==> src/rtl/tx_pkg.sv <==
package tx_pkg;

    localparam int CNT_W = 8;

    typedef enum logic [2:0] {
        S_IDLE,
        S_START,
        S_DATA,
        S_PAR,
        S_STOP
    } tx_state_e;

    typedef struct packed {
        logic [1:0] stop;
        logic       par_even;
        logic       par_en;
        logic [1:0] len;
        logic [1:0] rate;
    } frame_cfg_t;

    // Ticks per bit; unsupported code 00 runs at one tick per bit
    function automatic logic [CNT_W-1:0] bit_ticks(input logic [1:0] rate);
        case (rate)
            2'b10:   bit_ticks = CNT_W'(16);
            2'b11:   bit_ticks = CNT_W'(64);
            default: bit_ticks = CNT_W'(1);
        endcase
    endfunction

    // Ticks of stop time; 1.5 bits rounds up, invalid 00 acts as one bit
    function automatic logic [CNT_W-1:0] stop_ticks(input logic [1:0] rate,
                                                    input logic [1:0] stop);
        logic [CNT_W:0] f;
        logic [CNT_W:0] t;
        f = {1'b0, bit_ticks(rate)};
        case (stop)
            2'b10:   t = (3 * f + 1) >> 1;
            2'b11:   t = f << 1;
            default: t = f;
        endcase
        stop_ticks = t[CNT_W-1:0];
    endfunction

endpackage

==> src/rtl/tx_ctrl_regs.sv <==
module tx_ctrl_regs (
    input  logic       clk_i,
    input  logic       rst_ni,
    input  logic [7:0] wdata_i,
    input  logic       fmt_we_i,
    input  logic       ctl_we_i,
    output logic [7:0] fmt_o,
    output logic       tx_en_o,
    output logic       brk_o
);

    typedef struct packed {
        logic [7:0] fmt;
        logic       tx_en;
        logic       brk;
    } regs_t;

    regs_t regs_d, regs_q;

    always_comb begin
        regs_d = regs_q;
        if (fmt_we_i) begin
            regs_d.fmt = wdata_i;
        end
        if (ctl_we_i) begin
            regs_d.tx_en = wdata_i[0];
            regs_d.brk   = wdata_i[3];
        end
    end

    always_ff @(posedge clk_i or negedge rst_ni) begin
        if (!rst_ni) regs_q <= '0;
        else         regs_q <= regs_d;
    end

    assign fmt_o   = regs_q.fmt;
    assign tx_en_o = regs_q.tx_en;
    assign brk_o   = regs_q.brk;

endmodule

==> src/rtl/tx_hold_buf.sv <==
module tx_hold_buf #(
    parameter int DATA_W = 8
) (
    input  logic              clk_i,
    input  logic              rst_ni,
    input  logic              load_i,
    input  logic [DATA_W-1:0] wdata_i,
    input  logic              take_i,
    output logic              full_o,
    output logic [DATA_W-1:0] data_o
);

    typedef struct packed {
        logic              full;
        logic [DATA_W-1:0] data;
    } hold_t;

    hold_t hold_d, hold_q;

    always_comb begin
        hold_d = hold_q;
        if (take_i) begin
            hold_d.full = 1'b0;
        end else if (load_i && !hold_q.full) begin
            hold_d.full = 1'b1;
            hold_d.data = wdata_i;
        end
    end

    always_ff @(posedge clk_i or negedge rst_ni) begin
        if (!rst_ni) hold_q <= '0;
        else         hold_q <= hold_d;
    end

    assign full_o = hold_q.full;
    assign data_o = hold_q.data;

    AST_TAKE_WHEN_FULL: assert property (@(posedge clk_i) disable iff (!rst_ni)
        take_i |-> hold_q.full);

    AST_HOLD_STABLE: assert property (@(posedge clk_i) disable iff (!rst_ni)
        (hold_q.full && !take_i) |=> (hold_q.full && $stable(hold_q.data)));

endmodule

==> src/rtl/tx_serializer.sv <==
module tx_serializer
    import tx_pkg::*;
#(
    parameter int DATA_W = 8
) (
    input  logic              clk_i,
    input  logic              rst_ni,
    input  logic              tick_i,
    input  logic              start_en_i,
    input  logic              hold_full_i,
    input  logic [DATA_W-1:0] hold_data_i,
    input  logic [7:0]        fmt_i,
    output logic              take_o,
    output logic              busy_o,
    output logic              line_o
);

    localparam int IDX_W = $clog2(DATA_W);

    typedef struct packed {
        tx_state_e         st;
        logic [CNT_W-1:0]  cnt;
        logic [IDX_W-1:0]  idx;
        logic [DATA_W-1:0] shf;
        logic              par;
        frame_cfg_t        cfg;
        logic              line;
    } ser_t;

    ser_t ser_d, ser_q;

    logic [CNT_W-1:0]  lim;
    logic              bit_end;
    logic              launch;
    logic [IDX_W-1:0]  last_idx;
    frame_cfg_t        new_cfg;
    logic [DATA_W-1:0] new_mask;

    always_comb begin
        new_cfg  = frame_cfg_t'(fmt_i);
        new_mask = {DATA_W{1'b1}} >> (2'd3 - new_cfg.len);
        lim      = (ser_q.st == S_STOP) ? stop_ticks(ser_q.cfg.rate, ser_q.cfg.stop)
                                        : bit_ticks(ser_q.cfg.rate);
        bit_end  = (ser_q.cnt == lim - CNT_W'(1));
        last_idx = IDX_W'(4) + IDX_W'(ser_q.cfg.len);
        launch   = tick_i && start_en_i && hold_full_i &&
                   ((ser_q.st == S_IDLE) || ((ser_q.st == S_STOP) && bit_end));

        ser_d = ser_q;
        if (tick_i && ser_q.st != S_IDLE) begin
            if (!bit_end) begin
                ser_d.cnt = ser_q.cnt + CNT_W'(1);
            end else begin
                ser_d.cnt = '0;
                case (ser_q.st)
                    S_START: begin
                        ser_d.st   = S_DATA;
                        ser_d.idx  = '0;
                        ser_d.line = ser_q.shf[0];
                    end
                    S_DATA: begin
                        if (ser_q.idx == last_idx) begin
                            ser_d.st   = ser_q.cfg.par_en ? S_PAR : S_STOP;
                            ser_d.line = ser_q.cfg.par_en ? ser_q.par : 1'b1;
                        end else begin
                            ser_d.idx  = ser_q.idx + IDX_W'(1);
                            ser_d.shf  = ser_q.shf >> 1;
                            ser_d.line = ser_q.shf[1];
                        end
                    end
                    S_PAR: begin
                        ser_d.st   = S_STOP;
                        ser_d.line = 1'b1;
                    end
                    default: begin
                        ser_d.st   = S_IDLE;
                        ser_d.line = 1'b1;
                    end
                endcase
            end
        end

        if (launch) begin
            ser_d.st   = S_START;
            ser_d.cnt  = '0;
            ser_d.idx  = '0;
            ser_d.cfg  = new_cfg;
            ser_d.shf  = hold_data_i;
            ser_d.par  = new_cfg.par_even ? (^(hold_data_i & new_mask))
                                          : ~(^(hold_data_i & new_mask));
            ser_d.line = 1'b0;
        end
    end

    always_ff @(posedge clk_i or negedge rst_ni) begin
        if (!rst_ni) begin
            ser_q      <= '0;
            ser_q.st   <= S_IDLE;
            ser_q.line <= 1'b1;
        end else begin
            ser_q <= ser_d;
        end
    end

    assign take_o = launch;
    assign busy_o = (ser_q.st != S_IDLE);
    assign line_o = ser_q.line;

    AST_IDLE_MARK: assert property (@(posedge clk_i) disable iff (!rst_ni)
        (ser_q.st == S_IDLE) |-> line_o);

    AST_QUIET_BETWEEN_TICKS: assert property (@(posedge clk_i) disable iff (!rst_ni)
        !tick_i |=> $stable(line_o));

    AST_GATED_START: assert property (@(posedge clk_i) disable iff (!rst_ni)
        ((ser_q.st == S_IDLE) && !start_en_i) |=> (ser_q.st == S_IDLE));

    AST_CNT_IN_RANGE: assert property (@(posedge clk_i) disable iff (!rst_ni)
        (ser_q.st != S_IDLE) |-> (ser_q.cnt < lim));

endmodule

==> src/rtl/async_char_tx.sv <==
module async_char_tx #(
    parameter int DATA_W = 8
) (
    input  logic              clk_i,
    input  logic              rst_ni,
    input  logic [DATA_W-1:0] wdata_i,
    input  logic              fmt_we_i,
    input  logic              ctl_we_i,
    input  logic              char_we_i,
    input  logic              tick_i,
    input  logic              cts_ni,
    output logic              txd_o,
    output logic              tx_ready_o,
    output logic              tx_empty_o
);

    logic [7:0]        fmt;
    logic              tx_en;
    logic              brk;
    logic              hold_full;
    logic [DATA_W-1:0] hold_data;
    logic              take;
    logic              busy;
    logic              line;
    logic              start_en;

    tx_ctrl_regs u_regs (
        .clk_i    (clk_i),
        .rst_ni   (rst_ni),
        .wdata_i  (wdata_i[7:0]),
        .fmt_we_i (fmt_we_i),
        .ctl_we_i (ctl_we_i),
        .fmt_o    (fmt),
        .tx_en_o  (tx_en),
        .brk_o    (brk)
    );

    tx_hold_buf #(.DATA_W(DATA_W)) u_hold (
        .clk_i   (clk_i),
        .rst_ni  (rst_ni),
        .load_i  (char_we_i),
        .wdata_i (wdata_i),
        .take_i  (take),
        .full_o  (hold_full),
        .data_o  (hold_data)
    );

    assign start_en = tx_en && !cts_ni;

    tx_serializer #(.DATA_W(DATA_W)) u_ser (
        .clk_i       (clk_i),
        .rst_ni      (rst_ni),
        .tick_i      (tick_i),
        .start_en_i  (start_en),
        .hold_full_i (hold_full),
        .hold_data_i (hold_data),
        .fmt_i       (fmt),
        .take_o      (take),
        .busy_o      (busy),
        .line_o      (line)
    );

    assign tx_ready_o = start_en && !hold_full;
    assign tx_empty_o = !hold_full && !busy;
    assign txd_o      = line && !brk;

endmodule

==> config.mk <==
export PLATFORM = sky130hd
export DESIGN_NAME = async_char_tx
export DESIGN_NICKNAME = d
export VERILOG_FILES = /design/src/rtl/tx_pkg.sv /design/src/rtl/tx_ctrl_regs.sv /design/src/rtl/tx_hold_buf.sv /design/src/rtl/tx_serializer.sv /design/src/rtl/async_char_tx.sv
export SDC_FILE = /design/constraint.sdc
export NUM_CORES = 1
export LEC_CHECK = 0
export BUFFER_PORTS_ARGS = -buffer_cell sky130_fd_sc_hd__buf_2
export CORE_ASPECT_RATIO = 2
export CORE_MARGIN = 3
export CORE_UTILIZATION = 54
export DETAILED_ROUTE_END_ITERATION = 8
export PLACE_DENSITY_LB_ADDON = 0.12
export SYNTH_ARGS = -nofsm -noshare
export SYNTH_HDL_FRONTEND = slang
export SYNTH_SLANG_ARGS = --single-unit
==> constraint.sdc <==
create_clock -name clk_i -period 3.2 [get_ports clk_i]
set_clock_uncertainty 0.05 [all_clocks]
set_input_delay 0.64 -clock clk_i [delete_from_list [all_inputs] [get_ports clk_i]]
set_output_delay 0.64 -clock clk_i [all_outputs]
set_load 0.01 [all_outputs]
; Word-level counts from Yosys, hierarchy flattened
; Cells that the tools add are included.
[classes]
multipliers = 1
bitwise = 3
n_addsub = 6
n_shift = 1
n_mux = 22
eq_ne = 13
n_reduce_logical = 28
[ops]
columns = op, count
row1 = 2-to-1 mux 32 bit, 1
row2 = 2-to-1 mux 8 bit, 3
row3 = 2-to-1 mux 11 bit, 2
row4 = 2-to-1 mux 22 bit, 1
row5 = case mux 8 bit (2 select lines), 1
row6 = case mux 7 bit (2 select lines), 1
row7 = logical AND 1 bit, 10
row8 = adder 9 x 1 -> 9 bit (second input constant), 1
row9 = multiplier 2 x 7 -> 9 bit (first input constant), 1
row10 = 2-to-1 mux 3 bit, 3
row11 = 2-to-1 mux 9 bit, 1
row12 = case mux 3 bit (3 select lines), 1
row13 = adder 8 x 1 -> 8 bit (second input constant), 1
row14 = bitwise AND 8 bit, 1
row15 = == test 2 bit (second input constant), 4
row16 = == test 8 bit, 1
row17 = AND reduction 4 bit, 2
row18 = nonzero test 2 bit, 4
row19 = parity 8 bit, 1
row20 = right shift 8 x 2 -> 8 bit (first input constant), 1
row21 = subtractor 8 x 1 -> 8 bit (second input constant), 1
row22 = == test 3 x 2 -> 1 bit (second input constant), 2
row23 = 2-to-1 mux 1 bit, 6
row24 = case mux 3 bit (2 select lines), 1
row25 = 17 further kinds, 23
[word_totals]
regBits = 51
out_inout_bits = 3
word_cells = 90

; Logic depth before layout (Yosys ltp)
; Gate-level depths: netlist of the first run.
[logic_depth]
depth_word = 13
ltp_mapped = 14
mapped_depth_nobuf = 10

; By module
; Synthesis of the first run repeated with hierarchy kept, for this count alone.
[hier_totals]
cells_unflattened = 262
area_unflattened_um2 = 2844.0
[modules_own_cells]
columns = module, cells_per_inst, seq_area_each_um2, instances, area_per_inst_um2
row1 = tx_serializer, 217, 777.0, 1, 2069.5
row2 = tx_ctrl_regs, 21, 250.2, 1, 404.1
row3 = tx_hold_buf, 20, 225.2, 1, 341.6
row4 = async_char_tx, 4, 0.0, 1, 28.8

; Least setup slack after synthesis of the first run
; No wires, ideal clock.
[synth_path]
kind = reg-to-reg
startpoint = reg u_ser.ser_q[29] in the netlist's numbering
endpoint = reg u_ser.ser_q[10] in the netlist's numbering
stages_incl_launch_ff = 15
slack_ps = -170
arrival_ps = 3186
t_required_ps = 3017
cell_sequence = dfrtp_1 > buf_4 > nor4bb_4 > buf_6 > or2b_1 > ha_1 > nor2b_1 > nor2_1 > a311o_2 > or2_2 > a31oi_2 > buf_4 > or2_0 > clkbuf_1 > a21oi_1
[synth_via]
elab_chain_cells = 9
word_cells_on_any_way = 17
classes_between = add/sub: 1 / eq/ne: 4 / mux: 2 / reduce/logical: 10
[synth_lines]
columns = element, line
row1 = start: declaration, tx_serializer.sv:30  ; ser_t ser_d, ser_q;
row2 = start signal: assignment, tx_serializer.sv:101  ; ser_q <= ser_d;
row3 = == test 3 bit, "tx_serializer.sv:42, tx_serializer.sv:47"
row4 = 2-to-1 mux 8 bit, tx_serializer.sv:42  ; lim = (ser_q.st == S_STOP) ? stop_ticks(ser_q.cfg.rate, ser_q.cfg.stop)
row5 = subtractor 8 x 1 -> 8 bit, tx_serializer.sv:44  ; bit_end = (ser_q.cnt == lim - CNT_W'(1));
row6 = == test 8 bit, tx_serializer.sv:44
row7 = logical AND 1 bit, tx_serializer.sv:47  ; ((ser_q.st == S_IDLE) || ((ser_q.st == S_STOP) && bit_end));
row8 = logical OR 1 bit, tx_serializer.sv:47
row9 = logical AND 1 bit, tx_serializer.sv:46  ; launch = tick_i && start_en_i && hold_full_i &&
row10 = != test 2 bit (no source line) / nonzero test 2 bit (equally long branches), --
row11 = AND reduction 4 bit (no source line), --
; Several ways; a longest one is shown, not always the timed one.
; A chain may end at the register's enable or synchronous reset.

; Worst setup path in the final report of the first run
[layout_path]
startpoint = reg u_ser.ser_q[30] in the netlist's numbering
endpoint = reg u_ser.ser_q[13] in the netlist's numbering
; Same word-level chain as after synthesis.

==> reports/results.ini, run 1 <==
[synth]
netlist.area_leader.share=0.432
synth_async_sr_flop_share=1.00
synth_cell_types=62
avgSynthCellArea_um2=10.6
syn_nets=288
syn-instance-count=269
synth_area_leaders=dfrtp_1 43%, mux2_2 9.1%, xnor2_1 4.0%
yosysTopAreaCell=dfrtp_1
synth_edf_count=0
seq_area_frac_synth=0.441
synth_top_flop_cell=dfrtp_1
yosysWarnings=0
ys_seq_elements=50
syn_area_um2=2840

[sta]
maxSlewViolCount=0
min_period_over_period=0.980
rsz0062_at_grt=yes
setup_ws_ns=0.0626
fmax_mhz=319
period_needed_ns=3.14
hold_violations=0
worst_pin_slew_ns=0.811
relSlewSlack=0.458
finalSetupViolCount=0

[clock_network]
max-clock-path-buffers=2
cts_tree=done
clk_pin_slew_ns=0.09
numClockSinks=50
cts-hold-fix-buffers=0
cts_buffers=5
htreeDepth=2
insertion_delay_ns=0.30
cts_root_buf=clkbuf_8

[finish]
nFillCells=427
design_area_um2=3320
syn2layout_area_growth_pct=16.7
diodes=0
final_common_cell=dfrtp_1
multi_input_area_um2=1600
drive_above_1_share=0.340
regArea_um2=1250
final_cell_mix=49 x dfrtp_1, 23 x mux2_2, 21 x buf_4
final_nets=322
final_cells=360

[global_routing]
grt_pass1_vias=2277
grt_usage=0.232
grt_max_degree=25
grt_overflow=0
grt_antenna_before_repair=0
grt_pass1_wl_mm=10.7

[critical_path]
cp-start-kind=register
crit_start=u_ser.ser_q[30]
r2r_slack_ns=0.06
worstRegToRegCells=10
cpPeakStageDelay_ns=0.52
path_class=reg -> reg
crit_slowest_cell=or4_4
critPathCaptureType=register
worstPathArrival_ns=3.27
path_cells=nor4bb_4 > or2b_4 > ha_4 > nor2b_1 > a41o_2 > xnor2_4 > nand4_4 > or4_4 > mux2i_1 > a21oi_2
reg2reg_from=u_ser.ser_q[30]
reg2reg_to=u_ser.ser_q[13]
crit_end=u_ser.ser_q[13]
required_ns=3.33
path_max_fanout=7

[place]
io_buffers=17
placed_cells=345
place_congestion=0.904
dp_slack_ns=-0.00955
placedInstanceArea_um2=3080
hpwl_mm=5.12

[power]
p_per_area_nw_per_um2=868
ir_worst_vdd_v=0.000540
p_leak_nw=1.44

[drt]
via_per_inst=6.11
drt_iter0_drc=104
avgRoutedWirePerCell_um=19.1
drt_pass1_iterations=4
ant_nets=0
drcViolationCount=0
routed_wl_mm=6.89
dr_total_vias=2201

[floorplan]
start_util=0.568
num_rows=36
core_area_um2=5000
chipHeight_um=109
die-area_um2=6220
die_w_um=57.3
io_pins=18

[worst_hold_path]
hold_path_class=in -> async

[outcome]
status=finished clean

[run]
drv_cap=0

==> where the power goes <==
part | total [mW] | internal, mW | switching, mW
clock network | 0.345 | 0.150 | 0.195
registers | 1.04 | 0.827 | 0.210
logic | 1.50 | 0.744 | 0.752
total | 2.88 | 1.72 | 1.16
==> timing repair <==
| item | CTS | global route |
|---|---|---|
| setup endpoints to repair | 7 | 24 |
| gates resized for setup | 2 | 19 |
| pin swaps | 1 | 5 |
| buffers inserted | 2 | 5 |
| endpoints found under the hold margin | 0 | 0 |
| cloned | 0 | 2 |
==> synth_stat cells (3+ instances only) <==
cell type and number:
xnor2_1 13, nor3_1 15, nand2b_1 6, o21ai_0 9, mux2i_1 8, a31oi_1 6
mux2_2 23, nor2_1 13, clkbuf_1 5, buf_4 3, nand3_1 10, nor2b_1 8
a21oi_1 12, buf_2 3, nand2_1 13, ha_1 4, nor4_1 3, nor3b_1 3
dfrtp_1 49, buf_6 3, inv_1 10
==> critical path, delay by kind of cell (launching register included) <==
kind / cells / cell delay [ns]
AOI/OAI and AO/OA: 2 / 0.38
muxes: 1 / 0.23
and+or+nand+nor: 5 / 1.54
xor gates and xnor gates: 1 / 0.21
DFF: 1 / 0.42
adders and majority gates: 1 / 0.20
==> worst min-delay path by stage <==
stage | startpoint | endpoint | cells past startpoint
floorplan | rst_ni | u_hold.data_o[0] | 0
global placement | u_ser.ser_q[9] | u_ser.ser_q[9] | 1
detailed placement | u_ser.ser_q[9] | u_ser.ser_q[9] | 1
CTS | rst_ni | u_ser.ser_q[25] | 1
global route | rst_ni | u_ser.ser_q[25] | 1
finish | rst_ni | u_ser.ser_q[25] | 1
==> flip-flops by register name (all words and copies together), names as in the netlist <==
name	count
u_hold.data_o	8
u_regs.fmt_o	8
u_ser.ser_q	30
u_regs.brk_o	1
u_ser.line_o	1
u_regs.tx_en_o	1
u_hold.full_o	1
==> final cells by class <==
| type | instances | area share |
|---|---|---|
| Clock buffer | 6 | 0.0219 |
| Clock inverter | 1 | 0.00226 |
| Inverter | 10 | 0.0113 |
| Multi-Input combinational cell | 195 | 0.484 |
| Sequential cell | 50 | 0.378 |
| Tap cell | 57 | 0.0215 |
| Timing Repair Buffer | 41 | 0.0815 |
==> metal layers <==
layer  global-route usage  vias up  share of wire
met5                    0        -              0
met4                0.146        0          0.038
met3               0.0311       24          0.020
met2                0.453       42           0.60
met1                0.214     1085           0.34
li1                     -     1050              -
==> through the flow <==
| stage | hold slack (ns) | setup TNS [ns] | total power [mW] | utilization |
|---|---|---|---|---|
| final | 0.272 | 0 | 2.88 | 0.663 |
| after global routing | 0.297 | -0.999 | 3.08 | 0.663 |
| after CTS | 0.285 | 0 | 2.75 | 0.636 |
| after detailed placement | 0.438 | -0.0280 | 2.38 | 0.615 |
| after global placement | 0.431 | 0 | 2.35 | 0.615 |
| after floorplan | 0.294 | 0 | 2.04 | - |
==> cells by family after synthesis <==
kind of cell               Yosys count  synth area share
and+or+nand+nor                     89             0.181
AOI/OAI and AO/OA                   53             0.141
DFF                                 50             0.441
muxes                               33             0.127
buffers and inverters               25            0.0467
xor gates and xnor gates            15            0.0462
adders and majority gates            4            0.0176
No activity file was read; power rests on OpenSTA's default activity.
==> run 2, diff against run 1 <==
- CORE_UTILIZATION: 54 -> 45
==> run 2 against run 1 <==
Against the previous run:
- final area decreased by 0.11%
- worst setup slack better by 0.071 ns
- fmax grew 2.3%
- count of clock-buffer cells in the layout down 1
- combinational power shrank 7%
- cell count is 6.4% higher
- die area grew 18%
- wire length down 5.3%
- register-to-register slack improved by 0.07 ns
- via count down 2.0%
- core utilization is 12 points lower
- critical endpoint is now u_ser.ser_q[5]
- largest cell class unchanged
- largest power group unchanged
==> reports/results.ini, run 2 (synthesis gave the netlist of run 1 again) <==
[global_routing]
grt_pass1_vias=2276
grt_overflow=0
grt_pass1_wl_mm=10.9
grt_antenna_before_repair=0
grt_usage=0.189
grt_max_degree=51

[drt]
routed_wl_mm=6.52
drt_iter0_drc=78
drt_pass1_iterations=4
route.layer.met1.wl_mm=2.25
drcViolationCount=0
met3_length_um=171
routed.top_layer=met4
avgRoutedWirePerCell_um=17.0
dr_total_vias=2156
via_per_inst=5.63
dr_wl_met2_mm=3.68
ant_nets=0

[floorplan]
die_w_um=62.2
start_util=0.469
num_rows=40
chipHeight_um=118
core_area_um2=6060
io_pins=18
die-area_um2=7360

[finish]
final_common_cell=dfrtp_1
syn2layout_area_growth_pct=16.6
diodes=0
final_nets=317
postLayoutCoreUtil=0.547
drive_above_1_share=0.308
final_cell_mix=49 x dfrtp_1, 23 x mux2_2, 19 x buf_4
largest-register=u_ser.ser_q
largest_reg_flops=30

[outcome]
status=finished clean

[critical_path]
cp-start-kind=register
cpPeakStageDelay_ns=0.41
path_max_fanout=6
critPathCaptureType=register
required_ns=3.32
path_cells=nor4bb_4 > or2b_1 > ha_4 > nor2b_4 > nor2_1 > a311o_2 > or2_4 > a31oi_4 > nor2_2 > buf_4 > mux2_1
worstPathArrival_ns=3.19
path_class=reg -> reg
crit_slowest_cell=dfrtp_1

[sta]
maxSlewViolCount=0
hold_violations=0
min_period_over_period=0.958
period_needed_ns=3.07
fmax_mhz=326
finalSetupViolCount=0
finalSetupTns_ns=0
relSlewSlack=0.422
worst_pin_slew_ns=0.865

[clock_network]
max-clock-path-buffers=2
cts_buffers=5
htreeDepth=2
clk_pin_slew_ns=0.07
cts-hold-fix-buffers=0
cts_tree=done
insertion_delay_ns=0.29
cts_root_buf=clkbuf_16
numClockSinks=50

[power]
power_frac_seq=0.352
internal-power_mw=1.84
power_frac_clock=0.176
ir_worst_vdd_v=0.000577
p_switching_mw=1.13
switching_share=0.379
combPwrFrac=0.473
p_per_area_nw_per_um2=897
p_leak_nw=1.45

[place]
place_congestion=0.843
io_buffers=17
hpwl_mm=5.05

[worst_hold_path]
hold_path_class=in -> async

[run]
drv_cap=0

[run 2: stage by stage]
step	hold slack, ns	instances	total power, mW	area (µm²)	setup WS (ns)
after floorplan	0.294	269	2.04	2890	0.0250
after global placement	0.427	371	2.37	3100	0.0778
after detailed placement	0.435	371	2.39	3100	0.0147
after CTS	0.423	379	2.93	3250	0.00731
after global routing	0.433	383	3.21	3310	-0.0525
final	0.389	383	2.97	3310	0.133
[run 2: worst paths after layout]
kind	to	slack, ns	from	cells past startpoint
setup / recovery	u_ser.ser_q[5]	0.13	u_ser.ser_q[29]	11
hold / removal	u_ser.ser_q[2]	0.39	rst_ni	2
setup reg to reg	u_ser.ser_q[5]	0.13	u_ser.ser_q[29]	11
hold reg to reg	u_ser.ser_q[5]	0.44	u_regs.fmt_o[4]	1
max in group asynchronous	u_ser.ser_q[19]	2.27	rst_ni	2
min in group clk_i	u_ser.ser_q[5]	0.44	u_regs.fmt_o[4]	1
[run 2: power groups by stage]
stage	logic, mW	registers (mW)	clock network, mW
3_5_place_dp	1.33	1.06	0
6_report	1.40	1.04	0.522
5_1_grt	1.57	1.07	0.566
3_3_place_gp	1.32	1.06	0
2_1_floorplan	1.08	0.963	0
4_1_cts	1.34	1.05	0.544
[run 2: final cells by class]
cell class | instances | area (µm²)
clock inverter | 3 | 21.3
timing repair buffer | 37 | 239
inverter | 10 | 37.5
fill | 561 | 2740
clock buffer | 5 | 125
sequential | 50 | 1250
tap | 84 | 105
multi-input combinational | 194 | 1530
[run 2: worst max-delay path: cells and delay by family (launching register included)]
kind / cells / cell delay [ns]
AOI/OAI and AO/OA: 2 / 0.61
adders and majority gates: 1 / 0.22
buffers and inverters: 1 / 0.16
DFF: 1 / 0.41
muxes: 1 / 0.30
and+or+nand+nor: 6 / 1.19
[run 2: layer usage]
layer,global-route usage,vias up
met5,0,-
met2,0.354,43
met4,0.132,0
li1,-,1037
met3,0.0333,29
met1,0.181,1047
[run 2: repair_timing]
action	CTS	global route
gates resized for setup	1	7
buffers inserted	0	4
hold endpoints to repair	0	0
cloned	0	0
pin swaps	0	4
endpoints found under the setup margin	2	20
==> run 3, diff against run 2 <==
- RECOVER_POWER: not set -> 50
==> run 3 against run 2 <==
Against the previous run:
- critical path depth is the same
- worst setup slack is essentially flat
- power is essentially flat
- non-clock buffer count is the same
- final area shrank 0.11%
- register-to-register slack is essentially flat
- die area is the same
- first-iteration DRC count grew 10%
==> reports/results.ini, run 3 (synthesis gave the netlist of run 1 again) <==
[clock_network]
cts_buffers=5
clk_pin_slew_ns=0.07
htreeDepth=2
cts_root_buf=clkbuf_16
max-clock-path-buffers=2
cts_tree=done
cts-hold-fix-buffers=0
insertion_delay_ns=0.29
numClockSinks=50

[critical_path]
cp-start-kind=register
critPathCaptureType=register
path_class=reg -> reg
required_ns=3.32
path_max_fanout=6
worstRegToRegCells=11
worstPathArrival_ns=3.19

[finish]
syn2layout_area_growth_pct=16.4
final_cell_mix=49 x dfrtp_1, 23 x mux2_2, 18 x buf_4
final_cells=383
largest-register=u_ser.ser_q
diodes=0
drive_above_1_share=0.304
final_nets=317
largest_reg_flops=30
design_area_um2=3310
final_common_cell=dfrtp_1

[drt]
drt_pass1_iterations=4
avgRoutedWirePerCell_um=17.0
routed.top_layer=met4
routed_wl_mm=6.52
route.layer.met1.wl_mm=2.25
via_per_inst=5.63
met3_length_um=176
dr_wl_met2_mm=3.68
dr_total_vias=2157
ant_nets=0
drcViolationCount=0
drt_iter0_drc=86

[global_routing]
grt_antenna_before_repair=0
grt_usage=0.189
grt_max_degree=51
grt_pass1_vias=2276
grt_overflow=0
grt_pass1_wl_mm=10.9

[floorplan]
die-area_um2=7360
die_w_um=62.2
start_util=0.469
chipHeight_um=118
core_area_um2=6060
io_pins=18
num_rows=40

[worst_hold_path]
hold_depth=1
hold_path_class=reg -> reg

[place]
placed_cells=371
placedInstanceArea_um2=3100
hpwl_mm=5.05
io_buffers=17
place_congestion=0.843

[sta]
min_period_over_period=0.958
fmax_mhz=326
worst_pin_slew_ns=1.23
finalSetupViolCount=0
relSlewSlack=0.179
maxSlewViolCount=0
period_needed_ns=3.07
hold_violations=0

[outcome]
status=finished clean

[power]
p_per_area_nw_per_um2=898
ir_worst_vdd_v=0.000578
p_leak_nw=1.44

[run]
drv_cap=0

-- run 3: per-stage QoR --
| stage | hold slack (ns) | setup slack (ns) | setup TNS (ns) | power (mW) | utilization |
|---|---|---|---|---|---|
| after floorplan | 0.294 | 0.0250 | 0 | 2.04 | - |
| after global placement | 0.427 | 0.0778 | 0 | 2.37 | 0.512 |
| after detailed placement | 0.435 | 0.0147 | 0 | 2.39 | 0.512 |
| after CTS | 0.423 | 0.00731 | 0 | 2.93 | 0.536 |
| after global routing | 0.460 | -0.0525 | -0.213 | 3.20 | 0.546 |
| final | 0.443 | 0.133 | 0 | 2.97 | 0.546 |
-- run 3: layout make-up --
type / count / area, µm²
clock buffer: 5 / 125
clock inverter: 3 / 21.3
fill: 562 / 2750
inverter: 10 / 37.5
multi-input combinational: 194 / 1530
sequential: 50 / 1250
tap: 84 / 105
timing repair buffer: 37 / 235
-- run 3: worst max-delay path: stages (launching register included) --
cell and delay, ns:
dfrtp_1 0.41, nor4bb_4 0.32, or2b_1 0.33, ha_4 0.22
nor2b_4 0.14, nor2_1 0.06, a311o_2 0.41, or2_4 0.28
a31oi_4 0.20, nor2_2 0.06, buf_4 0.16, mux2_1 0.30
-- run 3: final timing paths --
path                            startpoint              end  slack [ns]
hold / removal             u_regs.fmt_o[4]   u_ser.ser_q[5]        0.44
max in group asynchronous           rst_ni  u_ser.ser_q[19]        1.71
setup reg to reg           u_ser.ser_q[29]   u_ser.ser_q[5]        0.13
setup / recovery           u_ser.ser_q[29]   u_ser.ser_q[5]        0.13
min in group asynchronous           rst_ni   u_ser.ser_q[2]        0.63
hold reg to reg            u_regs.fmt_o[4]   u_ser.ser_q[5]        0.44
-- run 3: where the power goes --
group / switching (mW) / leakage (nW) / internal [mW]
logic: 0.677 / 0.742 / 0.727
clock network: 0.233 / 0.0698 / 0.289
registers: 0.216 / 0.631 / 0.828
total: 1.13 / 1.44 / 1.84
-- run 3: layer usage --
layer  global-route usage  vias up
li1                     -     1037
met2                0.354       43
met3               0.0333       29
met4                0.132        0
met1                0.181     1048
met5                    0        -
-- run 3: what timing repair did --
| item | in CTS | in global routing |
|---|---|---|
| gates resized for setup | 1 | 7 |
| buffers inserted | 0 | 4 |
| setup endpoints to repair | 2 | 20 |
| pin swaps | 0 | 4 |
| cloned | 0 | 0 |
